`config.mk`:
```
export PLATFORM = sky130hd
export DESIGN_NAME = clk_mem_byte
export DESIGN_NICKNAME = d
export VERILOG_FILES = /design/src/rtl/clk_mem_byte.sv
export SDC_FILE = /design/constraint.sdc
export NUM_CORES = 1
export LEC_CHECK = 0
export ABC_AREA = 0
export BUFFER_PORTS_ARGS = -buffer_cell sky130_fd_sc_hd__buf_4
export CAP_MARGIN = 10
export CORE_MARGIN = 10
export CORE_UTILIZATION = 25
export DETAILED_ROUTE_END_ITERATION = 8
export GPL_ROUTABILITY_DRIVEN = 0
export PLACE_DENSITY = 0.48
export SLEW_MARGIN = 20
export SYNTH_ARGS = -nofsm -noshare
export SYNTH_HDL_FRONTEND = slang
export SYNTH_SLANG_ARGS = --single-unit
```
`constraint.sdc`:
```
create_clock -name clk -period 5.1 [get_ports clk]
set_clock_uncertainty 0.05 [all_clocks]
set_input_delay 1.02 -clock clk [delete_from_list [all_inputs] [get_ports clk]]
set_output_delay 1.02 -clock clk [all_outputs]
set_load 0.02 [all_outputs]
```
`src/rtl/clk_mem_byte.sv`:
```
module clk_mem_byte #(
  parameter int unsigned CLK_HZ = 50_000_000
) (
  input  logic       clk,
  input  logic       rst,
  input  logic       en,
  output logic [7:0] clk_byte
);

  localparam int unsigned TICK_DIV = CLK_HZ / 20;
  localparam int unsigned PW = ($clog2(TICK_DIV) > 0) ? $clog2(TICK_DIV) : 1;
  localparam int unsigned NBITS = 8;

  function automatic int unsigned half_ticks(input int unsigned idx);
    case (idx)
      0: return 1;
      1: return 2;
      2: return 4;
      3: return 5;
      4: return 8;
      5: return 10;
      6: return 16;
      default: return 20;
    endcase
  endfunction

  logic [PW-1:0] pre_cnt;
  logic          tick;
  logic          idle;

  assign idle = rst || !en;
  assign tick = en && (pre_cnt == PW'(TICK_DIV - 1));

  always_ff @(posedge clk) begin
    if (idle || tick) pre_cnt <= '0;
    else              pre_cnt <= pre_cnt + 1'b1;
  end

  for (genvar i = 0; i < NBITS; i++) begin : g_bit
    localparam logic [4:0] LAST = 5'(half_ticks(i) - 1);
    logic [4:0] div_cnt;
    logic       wave;

    always_ff @(posedge clk) begin
      if (idle) begin
        div_cnt <= '0;
        wave    <= 1'b0;
      end else if (tick) begin
        if (div_cnt == LAST) begin
          div_cnt <= '0;
          wave    <= ~wave;
        end else begin
          div_cnt <= div_cnt + 5'd1;
        end
      end
    end

    assign clk_byte[i] = wave;
  end

  initial AST_RATE_MULTIPLE: assert (CLK_HZ >= 20 && CLK_HZ % 20 == 0);

  AST_IDLE_CLEARS: assert property (@(posedge clk) disable iff (rst)
    !en |=> clk_byte == 8'h00);

  AST_HOLD_BETWEEN_TICKS: assert property (@(posedge clk) disable iff (rst)
    (en && !tick) |=> $stable(clk_byte));

  AST_FASTEST_EVERY_TICK: assert property (@(posedge clk) disable iff (rst)
    tick |=> clk_byte[0] != $past(clk_byte[0]));

  AST_PRESCALER_RANGE: assert property (@(posedge clk) disable iff (rst)
    pre_cnt < PW'(TICK_DIV));

endmodule

```
== After elaboration in Yosys (flattened, before gate mapping) ==
Index checks and enable logic that the tools add are counted.

* Register bits: 70
* Input bits: 3
* Output and inout port bits: 8
* Logic and storage cells: 63

* Add/subtract/negate cells: 9
* Equality and inequality tests: 8
* Mux-type cells: 8
* Bitwise gates (word level): 8
* Reduce and logical (&&, ||, !) cells: 13

{| class="wikitable"
|+ Operator list
! kind !! number
|-
| adder 5 x 1 -> 5 bit (second input constant) || 8
|-
| two-way mux 5 bit || 8
|-
| adder 22 x 1 -> 22 bit (second input constant) || 1
|-
| equality test 22 bit (second input constant) || 1
|-
| AND reduction 2 bit || 8
|-
| equality test 5 x 3 -> 1 bit (second input constant) || 2
|-
| equality test 5 x 4 -> 1 bit (second input constant) || 2
|-
| inverter 1 bit || 8
|-
| equality test 5 x 1 -> 1 bit (second input constant) || 1
|-
| equality test 5 x 2 -> 1 bit (second input constant) || 1
|-
| equality test 5 bit (second input constant) || 1
|-
| logical NOT 5 bit || 1
|-
| logical OR 1 bit || 2
|-
| logical AND 1 bit || 1
|-
| logical NOT 1 bit || 1
|}

== Logic depth before layout (Yosys ltp) ==
* Depth in word-level cells: 3
* Gate-level depth with buffers: 8
* Depth with buffers taken out: 6

== Worst setup path after synthesis ==
Ideal clock, no wire load.

* Path kind: input to register
* Start point: in en
* End point: reg g_bit[1].div_cnt[0]
* Library setup time: 132 ps
* Arrival time: 2396 ps
* Data required time: 4918 ps
* Path slack: 2522 ps
* Stages on the path: 8
* Path buffers: 3
* Path through: and3_1 > nand3_1 > or4_1 > buf_2 > buf_2 > buf_2 > nand2_1 > a21oi_1

* Cells in the longest elaborated chain, start to end: 2
* Elaborated cells between the ends (all ways): 3
* Those cells by class: 3 x reduce/logical

{| class="wikitable"
|+ Ends and longest elaborated chain
! element !! RTL line !! RTL
|-
| from (decl) || 6 || <nowiki>input logic en,</nowiki>
|-
| logical NOT 1 bit || 31 || <nowiki>assign idle = rst || !en;</nowiki>
|-
| logical OR 1 bit || 31 ||
|-
| to (signal assigned) || 53 || <nowiki>div_cnt <= div_cnt + 5'd1;</nowiki>
|-
| to (decl) || 41 || <nowiki>logic [4:0] div_cnt;</nowiki>
|}

Parallel ways exist; a longest one is shown, timed or not.
A chain may end at the register's enable or synchronous reset.

== Worst setup path after layout ==
* Start point: in en
* End point: reg g_bit[1].div_cnt[1]

Same word-level chain as after synthesis.

==> summary by stage <==
Critical path
The required time at the worst-slack endpoint is 5.30 ns. STA classifies the critical path startpoint as an input pin. The data arrival time of the critical path is 3.54 ns.

The number of buffers and inverters on the critical path is 1. Grouping stages by cell kind, the critical path spends the most delay in simple AND/OR/NAND/NOR gates. The critical path start-end classification is in -> reg. The slowest stage of the critical path belongs to the cell sky130_fd_sc_hd__or4_1.

In this run the worst path has a maximum fanout of 26. The kind of end point of the critical path is a flip-flop. On the worst path, the slowest cell contributes a delay of 1.09 ns. Traced cell by cell, the critical path runs through buf_4 > and3_1 > nand3_1 > or4_1 > or3_1 > a21oi_1.

Synthesis
Synthesis produced 386 cells. The area share of the largest cell type after synthesis is 42.28%. For this run, the leading register cell type out of synthesis is sky130_fd_sc_hd__dfxtp_1. The share of the Yosys chip area taken by registers is 42.28%. A synthesized cell averages 8.587 sq um. For this run, asynchronously set or reset flops after synthesis account for 0%. The Yosys step of the flow raised 0 warnings. By area the synthesized netlist is led by sky130_fd_sc_hd__dfxtp_1 42%, sky130_fd_sc_hd__xnor2_1 6.3%, sky130_fd_sc_hd__nor2_1 5.4%.

The synthesized netlist net count is 402. The number of synthesized register bits is 70. The number of enable flip-flop cells after synthesis is 0. After synthesis the cells add up to 3314 sq um.

The post-synthesis cell type with the largest combined area is sky130_fd_sc_hd__dfxtp_1. After synthesis, the netlist uses 40 different library cells.

Die
The die outline height is 135.1 um. The initial cell density of the core is 25.23%. The die footprint is 18260 sq um. In this run the horizontal extent of the chip is 135.1 um. The row count is 42.

The region available for standard cell placement spans 13140 sq um. The I/O pin count is 11.

Run
The tool flagged a number of max-cap violations equal to 0.

Layout
The area growth from synthesis to layout is 14.12%. The number of cells in the finished layout apart from fillers is 565. The final net count is 402. After routing the design area is 3782 sq um. The antenna cell count is 0. Cells with a size suffix above 1 make up 9.512% of the layout.

Detailed routing
The wire length per cell is 12.23 um. The via density per instance is 4.527. For this run, the detailed router's first-pass iteration total came to 4. The detail route stage leaves a number of antenna-violating nets equal to 0. After detailed routing, the number of remaining DRC violations is 0. The starting DRC count in detailed routing is 192. The via count is 2558. For this block, the routed nets add up to 6911 um of wire.

Clock network
TritonCTS built the clock tree. The number of buffers created by CTS is 9. Clock latency on the worst-skew pair, taken at its later pin, is 0.33 ns.

The H-tree generated during clock tree synthesis spans 3 levels. The number of gates resized after cts is 0. The cell sitting at the root of the clock tree is a sky130_fd_sc_hd__clkbuf_16.

The largest buffer count on any clock path is 2. The number of buffers added to fix hold violations after cts is 0. After clock tree synthesis, the setup repair step added 0 buffers.

The post-CTS clock slew at the launch and capture registers of the worst setup and hold paths is 0.05 ns. The clock sink total is 70.

Placement
After detailed placement, the design holds a cell count of 551. The number of port buffers is 10. The post-DP HPWL is 4606 um. The placed instances occupy a cell area of 3507 sq um.

GRT
The total global routing overflow is 0. The number of antenna violations at the first check in global routing is 0. The total routing resource utilization after global routing is 8.153%. The first global-routing pass estimated 12110 um of wire. Entering global routing, the biggest net connects 49 pins.

The via count of the first global-routing pass was 2485.

Worst hold path
The path category of the worst min-delay check is reg -> reg.

Power
In this run the power density over the cells is 300.2 nW/um^2. The worst-case IR drop observed on VDD is 0.1806 mV. The design draws 1.135 mW. The static leakage power is 1.193 nW.

Status
The flow ran to the end, and the final reports show no timing, DRC or antenna violations.

Timing
At the pin with the least slew margin, the transition time is 0.8999 ns. The total count of max-transition violations in the final report is 0. The tightest slew margin relative to the limit is 39.55%. Based on the critical path, the design can be clocked at up to 299.2 MHz. Setup repair after global routing left no endpoint under its margin. The total setup violations reported at the end of the flow is 0. The portion of the clock cycle consumed by the worst path in the final layout is 65.53%.

The setup TNS after final layout is 0 ns. The worst path in the final design needs a cycle of 3.342 ns, including I/O delays and setup. The final count of hold timing violations was 0.
logic make-up (layout without fill, tap and decap cells):
kind of cell    Yosys count  count (layout)  synth area share [%]
simple gates            187             187                 30.43
xor+xnor                 38              38                 10.04
buf+inv                  36              39                 5.285
mux                       1               1                0.3020
compound gates           41              41                 6.757
fa+ha+maj                13              13                 4.908
flops                    70              70                 42.28
power breakdown:
| group | switching (mW) | total (mW) | internal, mW |
|---|---|---|---|
| clock | 0.211 | 0.573 | 0.362 |
| sequential | 0.000716 | 0.549 | 0.548 |
| combinational | 0.0104 | 0.0136 | 0.00315 |
| total | 0.222 | 1.14 | 0.914 |
flip-flops by register name, summed over array words and instances, names as in the netlist:
register,count
g_bit.div_cnt,40
g_bit.wave,8
pre_cnt,22
Yosys cell counts, types with 6 or more instances:
cell type,n
sky130_fd_sc_hd__inv_1,13
sky130_fd_sc_hd__nor3_1,11
sky130_fd_sc_hd__a21oi_1,25
sky130_fd_sc_hd__nor2_1,48
sky130_fd_sc_hd__o21ai_0,9
sky130_fd_sc_hd__dfxtp_1,70
sky130_fd_sc_hd__xor2_1,14
sky130_fd_sc_hd__nand3_1,27
sky130_fd_sc_hd__clkbuf_1,7
sky130_fd_sc_hd__buf_4,9
sky130_fd_sc_hd__xnor2_1,24
sky130_fd_sc_hd__nand4_1,6
sky130_fd_sc_hd__or3_1,13
sky130_fd_sc_hd__ha_1,13
sky130_fd_sc_hd__and3_1,8
sky130_fd_sc_hd__nand2_1,38
area by class of cell:
class,instances,area [sq um]
fill,1430,9355
multi-input combinational,280,1747
sequential,70,1401
clock buffer,13,270.3
tap,176,220.2
timing repair buffer,12,90.09
inverter,13,48.80
clock inverter,1,5.005
cell usage in the layout (no fill, tap or decap), drive strengths merged, types with 2 or more instances in the layout:
| cell | instances |
|---|---|
| or3 | 13 |
| a21oi | 25 |
| nand4 | 6 |
| or4 | 5 |
| nand2 | 38 |
| nor2b | 2 |
| buf | 12 |
| xor2 | 14 |
| inv | 13 |
| nand4b | 3 |
| xnor2 | 24 |
| nand3b | 4 |
| and3 | 8 |
| nor3 | 12 |
| dfxtp | 70 |
| nor4b | 3 |
| and4 | 3 |
| nand3 | 27 |
| clkbuf | 13 |
| nor3b | 3 |
| nor4 | 6 |
| nor4bb | 2 |
| ha | 13 |
| o21ai | 9 |
| nor2 | 48 |
| a31oi | 2 |
| or4b | 3 |
layer usage:
layer  GRT usage [%]  share of wire [%]
met5               0                  0
met4           2.691                1.0
met3           2.596                3.1
met2           12.89                 47
met1           10.27                 49
path summary, 6_finish.rpt:
path / start / end / slack (ns) / cells after the start
worst max-delay path: en / g_bit[1].div_cnt[1]$_SDFFE_PP0P_ / 1.76 / 6
worst min-delay path: pre_cnt[0]$_SDFF_PP0_ / pre_cnt[0]$_SDFF_PP0_ / 0.41 / 1
worst max register to register: pre_cnt[5]$_SDFF_PP0_ / g_bit[1].div_cnt[1]$_SDFFE_PP0P_ / 2.02 / 5
worst min register to register: pre_cnt[0]$_SDFF_PP0_ / pre_cnt[0]$_SDFF_PP0_ / 0.41 / 1
metrics by stage:
stage | hold WS, ns | setup slack (ns) | utilization, %
3_5_place_dp | 0.4066 | 1.373 | 26.70
5_1_grt | 0.4306 | 1.502 | 28.79
3_3_place_gp | 0.3917 | 1.465 | 26.70
6_report | 0.4089 | 1.758 | 28.79
4_1_cts | 0.4142 | 1.717 | 28.79
2_1_floorplan | 0.3798 | 2.522 | -
(Power assumes the default switching activity.)
